===== src/rtl/tagstat_pkg.sv =====
package tagstat_pkg;

  // Operation encoding on in_op
  typedef enum logic [1:0] {
    OP_END   = 2'd0,
    OP_READ  = 2'd1,
    OP_WRITE = 2'd2,
    OP_RSVD  = 2'd3
  } tagstat_op_e;

  // Slots of the statistics counter bank
  localparam int unsigned ST_REFS = 0;
  localparam int unsigned ST_HITS = 1;
  localparam int unsigned ST_COLD = 2;
  localparam int unsigned ST_WB   = 3;
  localparam int unsigned ST_NUM  = 4;

  // Per-reference verdict from the directory
  typedef struct packed {
    logic hit;
    logic cold;
    logic wb;
  } tagstat_verdict_t;

endpackage


===== src/rtl/tagstat_split.sv =====
module tagstat_split #(
  parameter int unsigned ADDR_W = 32,
  parameter int unsigned OFF_W  = 3,
  parameter int unsigned IDX_W  = 4,
  localparam int unsigned TAG_W = ADDR_W - OFF_W - IDX_W
) (
  input  logic [ADDR_W-1:0] addr,
  output logic [IDX_W-1:0]  idx,
  output logic [TAG_W-1:0]  tag
);

  // Offset bits select a byte within a block and play no part in lookup.
  assign idx = addr[OFF_W +: IDX_W];
  assign tag = addr[ADDR_W-1 -: TAG_W];

endmodule


===== src/rtl/tagstat_ctr.sv =====
module tagstat_ctr #(
  parameter int unsigned W = 16
) (
  input  logic         clk,
  input  logic         rst_n,
  input  logic         inc,
  output logic [W-1:0] count
);

  logic [W-1:0] count_q;
  logic [W-1:0] count_nx;

  always_comb begin
    count_nx = count_q;
    if (inc) count_nx = count_q + W'(1);
  end

  always_ff @(posedge clk or negedge rst_n) begin
    if (!rst_n)   count_q <= '0;
    else if (inc) count_q <= count_nx;
  end

  assign count = count_q;

  // a counter moves by at most one step per cycle
  a_r2_single_step: assert property (@(posedge clk) disable iff (!rst_n)
    (count_q == $past(count_q)) || (count_q == $past(count_q) + W'(1)));

endmodule


===== src/rtl/tagstat_dir.sv =====
module tagstat_dir
  import tagstat_pkg::*;
#(
  parameter int unsigned SETS  = 16,
  parameter int unsigned TAG_W = 25,
  localparam int unsigned IDX_W = (SETS > 1) ? $clog2(SETS) : 1,
  localparam int unsigned WAYS  = 2
) (
  input  logic             clk,
  input  logic             rst_n,
  input  logic             acc_en,
  input  logic             acc_wr,
  input  logic [IDX_W-1:0] acc_idx,
  input  logic [TAG_W-1:0] acc_tag,
  output tagstat_verdict_t verdict
);

  // Directory state: per set, per way
  logic [WAYS-1:0]  valid_q [SETS];
  logic [WAYS-1:0]  dirty_q [SETS];
  logic             lru_q   [SETS];   // way to evict next
  logic [TAG_W-1:0] tag_q   [SETS][WAYS];

  // Lookup of the addressed set
  logic [WAYS-1:0] set_valid;
  logic [WAYS-1:0] set_dirty;
  logic [WAYS-1:0] hit_vec;
  logic            any_hit;
  logic            has_free;
  logic            free_way;
  logic            victim;
  logic            use_way;

  // Next state of the addressed set
  logic [WAYS-1:0] valid_nx;
  logic [WAYS-1:0] dirty_nx;
  logic            lru_nx;

  assign set_valid = valid_q[acc_idx];
  assign set_dirty = dirty_q[acc_idx];

  for (genvar w = 0; w < WAYS; w++) begin : g_cmp
    assign hit_vec[w] = set_valid[w] && (tag_q[acc_idx][w] == acc_tag);
  end

  always_comb begin
    any_hit  = |hit_vec;
    has_free = ~&set_valid;
    // lowest invalid way first
    free_way = set_valid[0];
    victim   = has_free ? free_way : lru_q[acc_idx];
    use_way  = any_hit ? hit_vec[1] : victim;

    verdict.hit  = any_hit;
    verdict.cold = !any_hit && has_free;
    verdict.wb   = !any_hit && !has_free && set_dirty[victim];
  end

  always_comb begin
    valid_nx          = set_valid;
    dirty_nx          = set_dirty;
    valid_nx[use_way] = 1'b1;
    if (any_hit) dirty_nx[use_way] = set_dirty[use_way] | acc_wr;
    else         dirty_nx[use_way] = acc_wr;
    lru_nx            = ~use_way;
  end

  always_ff @(posedge clk or negedge rst_n) begin
    if (!rst_n) begin
      for (int s = 0; s < int'(SETS); s++) begin
        valid_q[s] <= '0;
        dirty_q[s] <= '0;
        lru_q[s]   <= 1'b0;
      end
    end else if (acc_en) begin
      valid_q[acc_idx] <= valid_nx;
      dirty_q[acc_idx] <= dirty_nx;
      lru_q[acc_idx]   <= lru_nx;
    end
  end

  // Tag storage needs no reset: a tag is read only behind its valid bit.
  always_ff @(posedge clk) begin
    if (acc_en && !any_hit) tag_q[acc_idx][use_way] <= acc_tag;
  end

  // a set never matches one tag in both ways
  a_r3_single_match: assert property (@(posedge clk) disable iff (!rst_n)
    acc_en |-> $onehot0(hit_vec));

  // a valid way that was hit stays valid after the access
  a_r4_hit_keeps_valid: assert property (@(posedge clk) disable iff (!rst_n)
    (acc_en && any_hit) |=> (valid_q[$past(acc_idx)] == $past(set_valid)));

endmodule


===== src/rtl/tagstat_engine.sv =====
module tagstat_engine
  import tagstat_pkg::*;
#(
  parameter int unsigned ADDR_W    = 32,
  parameter int unsigned BLK_BYTES = 8,
  parameter int unsigned SETS      = 16,
  parameter int unsigned CNT_W     = 16,
  localparam int unsigned OFF_W    = $clog2(BLK_BYTES),
  localparam int unsigned IDX_W    = (SETS > 1) ? $clog2(SETS) : 1,
  localparam int unsigned TAG_W    = ADDR_W - OFF_W - IDX_W
) (
  input  logic              clk,
  input  logic              rst_n,
  input  logic              in_valid,
  output logic              in_ready,
  input  logic [1:0]        in_op,
  input  logic [ADDR_W-1:0] in_addr,
  output logic              done,
  output logic [CNT_W-1:0]  cnt_refs,
  output logic [CNT_W-1:0]  cnt_hits,
  output logic [CNT_W-1:0]  cnt_cold,
  output logic [CNT_W-1:0]  cnt_wb
);

  // Reset: asserted asynchronously, released on the clock
  logic rst_meta_q;
  logic rst_sync_n;

  always_ff @(posedge clk or negedge rst_n) begin
    if (!rst_n) begin
      rst_meta_q <= 1'b0;
      rst_sync_n <= 1'b0;
    end else begin
      rst_meta_q <= 1'b1;
      rst_sync_n <= rst_meta_q;
    end
  end

  // Handshake and operation decode
  tagstat_op_e op;
  logic        accept;
  logic        is_ref;
  logic        is_end;
  logic        done_q;
  logic        done_nx;

  assign op       = tagstat_op_e'(in_op);
  assign in_ready = rst_sync_n && !done_q;
  assign accept   = in_valid && in_ready;
  assign is_ref   = accept && ((op == OP_READ) || (op == OP_WRITE));
  assign is_end   = accept && (op == OP_END);

  always_comb begin
    done_nx = done_q;
    if (is_end) done_nx = 1'b1;
  end

  always_ff @(posedge clk or negedge rst_sync_n) begin
    if (!rst_sync_n) done_q <= 1'b0;
    else if (is_end) done_q <= done_nx;
  end

  assign done = done_q;

  // Address split and directory
  logic [IDX_W-1:0] ref_idx;
  logic [TAG_W-1:0] ref_tag;
  tagstat_verdict_t verdict;

  tagstat_split #(
    .ADDR_W(ADDR_W),
    .OFF_W (OFF_W),
    .IDX_W (IDX_W)
  ) u_split (
    .addr(in_addr),
    .idx (ref_idx),
    .tag (ref_tag)
  );

  tagstat_dir #(
    .SETS (SETS),
    .TAG_W(TAG_W)
  ) u_dir (
    .clk    (clk),
    .rst_n  (rst_sync_n),
    .acc_en (is_ref),
    .acc_wr (op == OP_WRITE),
    .acc_idx(ref_idx),
    .acc_tag(ref_tag),
    .verdict(verdict)
  );

  // Statistics counter bank
  logic [ST_NUM-1:0] stat_inc;
  logic [CNT_W-1:0]  stat_cnt [ST_NUM];

  always_comb begin
    stat_inc          = '0;
    stat_inc[ST_REFS] = is_ref;
    stat_inc[ST_HITS] = is_ref && verdict.hit;
    stat_inc[ST_COLD] = is_ref && verdict.cold;
    stat_inc[ST_WB]   = is_ref && verdict.wb;
  end

  for (genvar k = 0; k < int'(ST_NUM); k++) begin : g_stat
    tagstat_ctr #(.W(CNT_W)) u_ctr (
      .clk  (clk),
      .rst_n(rst_sync_n),
      .inc  (stat_inc[k]),
      .count(stat_cnt[k])
    );
  end

  assign cnt_refs = stat_cnt[ST_REFS];
  assign cnt_hits = stat_cnt[ST_HITS];
  assign cnt_cold = stat_cnt[ST_COLD];
  assign cnt_wb   = stat_cnt[ST_WB];

  // once done, counters hold still
  a_r8_frozen: assert property (@(posedge clk) disable iff (!rst_sync_n)
    done_q |=> ($stable(cnt_refs) && $stable(cnt_hits) && $stable(cnt_cold) && $stable(cnt_wb)));

  // done never drops without reset
  a_r8_done_sticky: assert property (@(posedge clk) disable iff (!rst_sync_n)
    done_q |=> done_q);

  // hits and cold misses are disjoint subsets of references
  a_r3_partition: assert property (@(posedge clk) disable iff (!rst_sync_n)
    ({1'b0, cnt_hits} + {1'b0, cnt_cold}) <= {1'b0, cnt_refs});

  // a write-back only happens together with a counted reference
  a_r7_wb_with_ref: assert property (@(posedge clk) disable iff (!rst_sync_n)
    (cnt_wb != $past(cnt_wb)) |-> (cnt_refs != $past(cnt_refs)));

  // a reserved operation leaves the reference count alone
  a_r9_reserved_idle: assert property (@(posedge clk) disable iff (!rst_sync_n)
    (accept && (op == OP_RSVD)) |=> $stable(cnt_refs));

  // a reference is never dropped while the engine is ready
  a_r11_ready_counts: assert property (@(posedge clk) disable iff (!rst_sync_n)
    is_ref |=> (cnt_refs == $past(cnt_refs) + CNT_W'(1)));

endmodule


===== config.mk =====
export PLATFORM = sky130hd
export DESIGN_NAME = tagstat_engine
export DESIGN_NICKNAME = d
export VERILOG_FILES = /design/src/rtl/tagstat_pkg.sv /design/src/rtl/tagstat_split.sv /design/src/rtl/tagstat_ctr.sv /design/src/rtl/tagstat_dir.sv /design/src/rtl/tagstat_engine.sv
export SDC_FILE = /design/constraint.sdc
export NUM_CORES = 1
export LEC_CHECK = 0
export ABC_AREA = 1
export BUFFER_PORTS_ARGS = -buffer_cell sky130_fd_sc_hd__buf_2
export CAP_MARGIN = 25
export CORE_MARGIN = 8
export CORE_UTILIZATION = 57
export DETAILED_ROUTE_END_ITERATION = 6
export GPL_TIMING_DRIVEN = 1
export PLACE_DENSITY = 0.74
export REMOVE_ABC_BUFFERS = 1
export SYNTH_ARGS = -nofsm -noshare
export SYNTH_HDL_FRONTEND = slang
export SYNTH_HIERARCHICAL = 1
export SYNTH_SLANG_ARGS = --single-unit

===== constraint.sdc =====
create_clock -name clk -period 8.05 [get_ports clk]
set_input_delay 1.61 -clock clk [delete_from_list [all_inputs] [get_ports clk]]
set_output_delay 1.61 -clock clk [all_outputs]
set_load 0.02 [all_outputs]

Word level (Yosys, flattened, before mapping). Memory sizes are Yosys's and may differ from the RTL's. Index checks and enable logic that the tools add are counted.

Input port bits: 37. Bits in writable memories: 800. Output and inout port bits: 66. Logic and storage cells: 130. Memories kept: 1. Register bits after elaboration: 147.

Equality and inequality tests: 4. Add/sub/neg operators: 4. Magnitude comparators: 7. Reduce and logical (&&, ||, !) cells: 23. Bitwise logic cells: 5. Muxes and demuxes: 31.

Memory list: u_dir.tag_q (depth 16, width 50, rd ports 1, clocked after memory_dff 0, write ports 1, RTL line tagstat_dir.sv:22) `logic [TAG_W-1:0] tag_q [SETS][WAYS];`.

Operators with widths (number): $add 16x1->16 const B (4); $bwmux 32 (2); $eq 25x25->1 (2); $mux 50 (1); $demux 25 s1 (1); $mux 25 (1); $bmux 2 s4 (2); $bwmux 16 (1); $logic_and 1x1->1 (16); $mux 2 (6); $mux 1 (11); $demux 2 s4 (1); $ge 5x5->1 const B (1); $lt 5x1->1 const B (1); $not 4->5 (1); $bmux 1 s4 (1); $bwmux 2 (2); $demux 1 s4 (1); $lt 1x2->1 const B (2); $logic_not 1->1 (3); $eq 2x1->1 const B (1); $eq 2x2->1 const B (1); $ge 2x2->1 const B (1); $logic_not 2->1 (1); 10 further kinds (10).

Depth between registers and ports, before layout.
Word-level depth: 14. Gate-level depth with buffers: 30. Mapped depth without buffers: 26.

Cells and area by module. The synthesis kept the hierarchy.

Modules (own cells, without submodules): tagstat_dir (area each 36872.9 um^2, cells each 3527, seq. area each 26025.0 um^2, instances 1); tagstat_ctr (area each 815.8 um^2, cells each 97, seq. area each 400.4 um^2, instances 4); tagstat_split (area each 217.7 um^2, cells each 29, seq. area each 0.0 um^2, instances 1); tagstat_engine (area each 171.4 um^2, cells each 21, seq. area each 75.1 um^2, instances 1).

Worst setup path after synthesis. OpenSTA, ideal clock, no wires.

Path type: reg2reg. From: reg rst_sync_n. To: mem u_dir/tag_q[2][0] (netlist name), enable pin. Buffers on the path: 1. Slack: 1.482 ns. Cell stages (with the launch flop): 8. Setup time: 0.407 ns. Data required time: 7.643 ns. Period minus slack after synthesis: 6.568 ns. Arrival time: 6.161 ns. Cells stage by stage: dfrtp_1 nand4_2 inv_1 inv_1 clkbuf_1 nor2_1 inv_1 nor2_1.

Longest elaborated chain between the ends: 6.

Ends and longest elaborated chain: start: declaration (RTL line tagstat_engine.sv:27) `logic rst_sync_n;`; start signal: assignment (RTL line tagstat_engine.sv:35) `rst_sync_n <= rst_meta_q;`; $logic_and 1x1->1 (RTL line tagstat_engine.sv:48) `assign in_ready = rst_sync_n && !done_q;`; $logic_and 1x1->1 (RTL line tagstat_engine.sv:49) `assign accept = in_valid && in_ready;`; $logic_and 1x1->1 (RTL line tagstat_engine.sv:50) `assign is_ref = accept && ((op == OP_READ) || (op == OP_WRITE));`; named net is_ref (RTL line tagstat_engine.sv:42) `logic is_ref;`; $logic_and 1x1->1 (RTL line tagstat_dir.sv:84) `if (acc_en && !any_hit) tag_q[acc_idx][use_way] <= acc_tag;`; $mux 1 (RTL line tagstat_dir.sv:84); $mux 50 (implied by the code) (RTL line tagstat_dir.sv:84); end: declaration (RTL line tagstat_dir.sv:22).

The timed path passes the listed nets, and every way through them passes these cells.

Worst setup path after layout.
From: in in_addr[3]. To: mem u_dir/tag_q[8][34] (netlist name), enable pin.

Longest elaborated chain between the ends: 13. Elaborated cells on any way between the ends: 26. Classes of those cells: order compare: 2; eq/ne: 2; mux: 12; bitwise: 2; reduce/logical: 7; memory: 1.

Ends and longest elaborated chain: start: declaration (RTL line tagstat_engine.sv:17) `input logic [ADDR_W-1:0] in_addr,`; parallel branches: the longest is 13 deep, another holds $mem_v2 16x50.

Several ways; the timed one is not identified. The select of a mux whose other input is x is not followed.

==> impl_table.tex <==
\begin{tabular}{lr}
\hline
Metric & Value \\
\hline
\multicolumn{2}{l}{\textbf{Setup path}} \\
\quad Critical path arrival & roughly 6100 ps \\
\quad CP startpoint kind & input port \\
\quad Cell type of the slowest stage on the worst timing path & nand3\_2 \\
\quad Slowest Stage Delay on Critical Path & between 500 and 600 ps \\
\quad Critical path's top delay family & buffers and inverters \\
\quad Worst Path Class, Setup & input port to flip-flop \\
\quad Critical path, cell by cell & clkbuf\_8 -> nand2\_4 -> inv\_6 -> buf\_12 -> nand2\_1 -> nand3\_1 -> nand2\_1 -> nand2\_1 -> nor2\_1 -> nand2\_1 -> nand2\_1 -> nand2\_1 -> nor2\_1 -> nand2\_1 -> nor2\_1 -> nand2\_1 -> nand3\_2 -> buf\_4 -> nor2\_4 -> buf\_4 \\
\quad Worst-path maximum fanout & 66 \\
\quad Worst Path Buf+Inv & 5 \\
\quad Critical Path Most Common Cell & nand2\_1 \\
\quad CP Data Required Time & roughly 8300 ps \\
\quad Worst setup EP type & flip-flop \\
\quad Worst R2R Path Depth & 17 \\
\quad Count of cell instances traversed by the critical path & 20 \\
\multicolumn{2}{l}{\textbf{Placed design}} \\
\quad Placement Setup Slack & 1570 ps \\
\quad Total half-perimeter wirelength after legalization and detailed placement & $\sim$62000 um \\
\quad Number of buffers added on ports & 99 \\
\quad Routability cong. & $\sim$0.93 \\
\quad Area post-placement & 0.0424 mm\^{}2 \\
\multicolumn{2}{l}{\textbf{Yosys}} \\
\quad Average instance area after synthesis & slightly above 10 um\^{}2 \\
\quad Total number of yosys warnings & 6 \\
\quad Multiplexer fraction of the synthesized cell area & 0.00111 \\
\quad Post-synth EDFFs & 800 \\
\quad Xor and xnor area share after synthesis & 0.00778 \\
\quad Arithmetic-cell share of the synthesized area counting full adders, half adders and majority gates & 0.00185 \\
\quad Number of different library cells in the post-synthesis netlist & between 40 and 50 \\
\quad Proportion of synthesized flip-flops having asynchronous set or reset & 0.155 \\
\quad Cell Area, Synth & $\sim$0.041 mm\^{}2 \\
\quad Combinational family with the most area after synthesis & simple AND/OR/NAND/NOR gates \\
\quad Most used flip-flop cell after synthesis & edfxtp\_1 \\
\quad Syn Inst Count & roughly 4000 \\
\quad Synthesized-area fraction occupied by ao, oa, aoi and oai cells & 0.0270 \\
\quad Share of the yosys chip area belonging to registers & 0.684 \\
\quad Flip-flop and latch count after synthesis & around 950 \\
\quad Area fraction in and, or, nand and nor cells after synthesis & 0.240 \\
\multicolumn{2}{l}{\textbf{Timing}} \\
\quad Share of the clock period used by the worst path after layout & 0.723 \\
\quad Worst setup margin & approximately 2200 ps \\
\quad Final sum of negative setup slack & 0 ps \\
\quad Clock period minus final worst setup slack & between 5000 and 6000 ps \\
\quad Max Clk Rate & between 150 and 200 MHz \\
\quad Fin Clk Skew & 35.0 ps \\
\quad Setup repair after global routing missed its margin & false \\
\quad Transition time at the pin with the least slew margin & 994 ps \\
\quad Final hold violation count & 0 \\
\quad \# setup viols final & 0 \\
\quad Max-slew violation count & 0 \\
\quad Worst slew slack as a fraction of its limit & 0.336 \\
\multicolumn{2}{l}{\textbf{Clock tree}} \\
\quad Worst-Skew Late Latency & between 600 and 700 ps \\
\quad TritonCTS clock tree & yes \\
\quad Number of H-tree branching levels & 3 \\
\quad Setup fix buffers added after clock tree synthesis & 0 \\
\quad Number of buffers created by CTS & 93 \\
\quad Clock root buffer & clkbuf\_16 \\
\quad Clock Tree Buf Depth & 3 \\
\quad CTS hold repair buffers & 0 \\
\quad Count of cells resized by post-cts repair & 0 \\
\quad Clock-pin slew reported for the worst setup and hold paths after clock tree synthesis & around 60 ps \\
\quad Clock net sink count & 947 \\
\multicolumn{2}{l}{\textbf{Global route}} \\
\quad Wire length of the first global-routing pass & roughly 160000 um \\
\quad Vias in the first global route & approximately 27000 \\
\quad Residual overflow from global routing & 0 \\
\quad M3 GR Usage & 0.0442 \\
\quad GR Layer Usage met1 & 0.361 \\
\quad Pin count of the biggest net entering global routing & 96 \\
\quad Gr busiest metal & met2 \\
\quad Antenna violations before repair & 1 \\
\quad GRT Total Usage & 0.265 \\
\quad Met2 Track Usage GR & 0.422 \\
\multicolumn{2}{l}{\textbf{Drt}} \\
\quad Count of routing violations after the opening detailed-route iteration & between 3000 and 4000 \\
\quad Per-cell via count in the routed design & 5.68 \\
\quad DRC violations left & 0 \\
\quad Routed length per placed instance & between 20 and 25 um \\
\quad Total wirelength of the detailed-routed design & about 110000 um \\
\quad DR pass1 iterations & 7 \\
\quad Number of nets with antenna violations after detailed routing & 0 \\
\quad Count of vias placed by the detailed router & around 29000 \\
\multicolumn{2}{l}{\textbf{Floorplan}} \\
\quad I/O pins & 103 \\
\quad Die area & 0.0799 mm\^{}2 \\
\quad Initial standard-cell utilization of the core & 0.577 \\
\quad Die height & 283 um \\
\quad FP Rows & 97 \\
\quad X dimension of the die & between 200 and 300 um \\
\quad Core footprint & 0.0703 mm\^{}2 \\
\multicolumn{2}{l}{\textbf{Power}} \\
\quad Static leakage power & 18.6 nW \\
\quad Highest ir drop seen on vdd & about 190 uV \\
\quad Power density over the cells & around 220 mW/mm\^{}2 \\
\multicolumn{2}{l}{\textbf{Layout}} \\
\quad Post-route cell area & $\sim$0.045 mm\^{}2 \\
\quad Fillers & around 5200 \\
\quad Fraction of layout cells with a size suffix above 1 & 0.0985 \\
\quad Post-layout net count & approximately 4100 \\
\quad Layout-stage area growth over the synthesis result & 12.1\% \\
\multicolumn{2}{l}{\textbf{Job}} \\
\quad Max Cap Viol & 0 \\
\multicolumn{2}{l}{\textbf{Outcome}} \\
\quad Result of the run & completed \\
\multicolumn{2}{l}{\textbf{Min path}} \\
\quad Class of the tightest hold or removal check & flip-flop to async pin \\
\hline
\end{tabular}
==> per-layer routing <==
metal	vias to the layer above	wire, um
li1	13200	-
met1	13700	41500
met2	1520	50000
met3	291	10900
met4	0	4490
met5	-	0
==> state kept, by name (all words and copies together), names as in the netlist <==
signal and cells:
rst_meta_q 1, u_dir/valid_q 32, done 1, u_dir/lru_q 16, u_dir/dirty_q 32, u_dir/tag_q 800, rst_sync_n 1, g_stat.u_ctr/count 64
==> layout by cell type, fill, tap and decap left out, types with 61 or more instances in the layout <==
cell and instances:
buf_2 97, clkbuf_16 95, dfrtp_1 146, edfxtp_1 800, inv_1 141, nand2_1 1975
nand3_1 135, nand4_1 61, nor2_1 168, o21ai_0 78
==> through the flow <==
step / std cells / hold WS (ps) / power, mW / util
floorplan: 3782 / 331 / 5.73 / -
global placement: 4887 / 116 / 5.99 / 0.600
detailed placement: 4894 / 117 / 6.00 / 0.603
CTS: 5067 / 123 / 10.2 / 0.645
global route: 5072 / 133 / 10.4 / 0.647
finish: 5072 / 125 / 10.2 / 0.647
==> where the power goes <==
group	switching, mW	internal, mW
logic	0.460	0.139
registers	0.000740	5.32
clock network	1.84	2.39
total	2.31	7.85
==> worst paths after layout <==
check | start | endpoint | slack [ps]
worst max-delay path | in_addr[3] | u_dir/tag_q[8][34] | 2230
worst min-delay path | rst_sync_n | g_stat[3].u_ctr/count[15] | 130
worst max register to register | u_dir/tag_q[6][32] | u_dir/tag_q[8][34] | 4020
worst min register to register | rst_sync_n | g_stat[3].u_ctr/count[15] | 130
max in group asynchronous | rst_sync_n | u_dir/dirty_q[30] | 6850
min in group clk | rst_meta_q | rst_sync_n | 350
==> final cells by class <==
class,instances,area (um^2),area share
clock inverters,61,504,0.0111
clock buffers,112,2470,0.0544
repair buffers,176,1500,0.0330
well taps,940,1180,0.0259
inverters,149,574,0.0126
flip-flops and latches,947,27700,0.610
multi-input cells,2686,11500,0.253
diodes,1,2.50,0.0000551
==> cell families after synthesis <==
| kind of cell | after synthesis |
|---|---|
| simple gates | 2438 |
| flops | 947 |
| fa+ha+maj | 6 |
| compound gates | 201 |
| mux | 4 |
| buf+inv | 332 |
| other cells | 1 |
| xor+xnor | 36 |
==> Yosys cell counts (all sizes together) (2+ instances only) <==
cell | count | area share
buf | 150 | 0.022
nand2 | 1993 | 0.19
o22ai | 9 | 0.0014
xor2 | 20 | 0.0043
o21ai | 120 | 0.015
inv | 148 | 0.014
ha | 6 | 0.0019
dfrtp | 147 | 0.091
a31oi | 9 | 0.0014
xnor2 | 16 | 0.0035
clkbuf | 33 | 0.0031
o2111ai | 2 | 0.00043
nor2 | 222 | 0.023
a21oi | 40 | 0.0049
mux2 | 4 | 0.0011
edfxtp | 800 | 0.59
nand3 | 137 | 0.017
a22oi | 18 | 0.0033
nor3 | 18 | 0.0022
nand4 | 63 | 0.010
(Power assumes the default switching activity.)
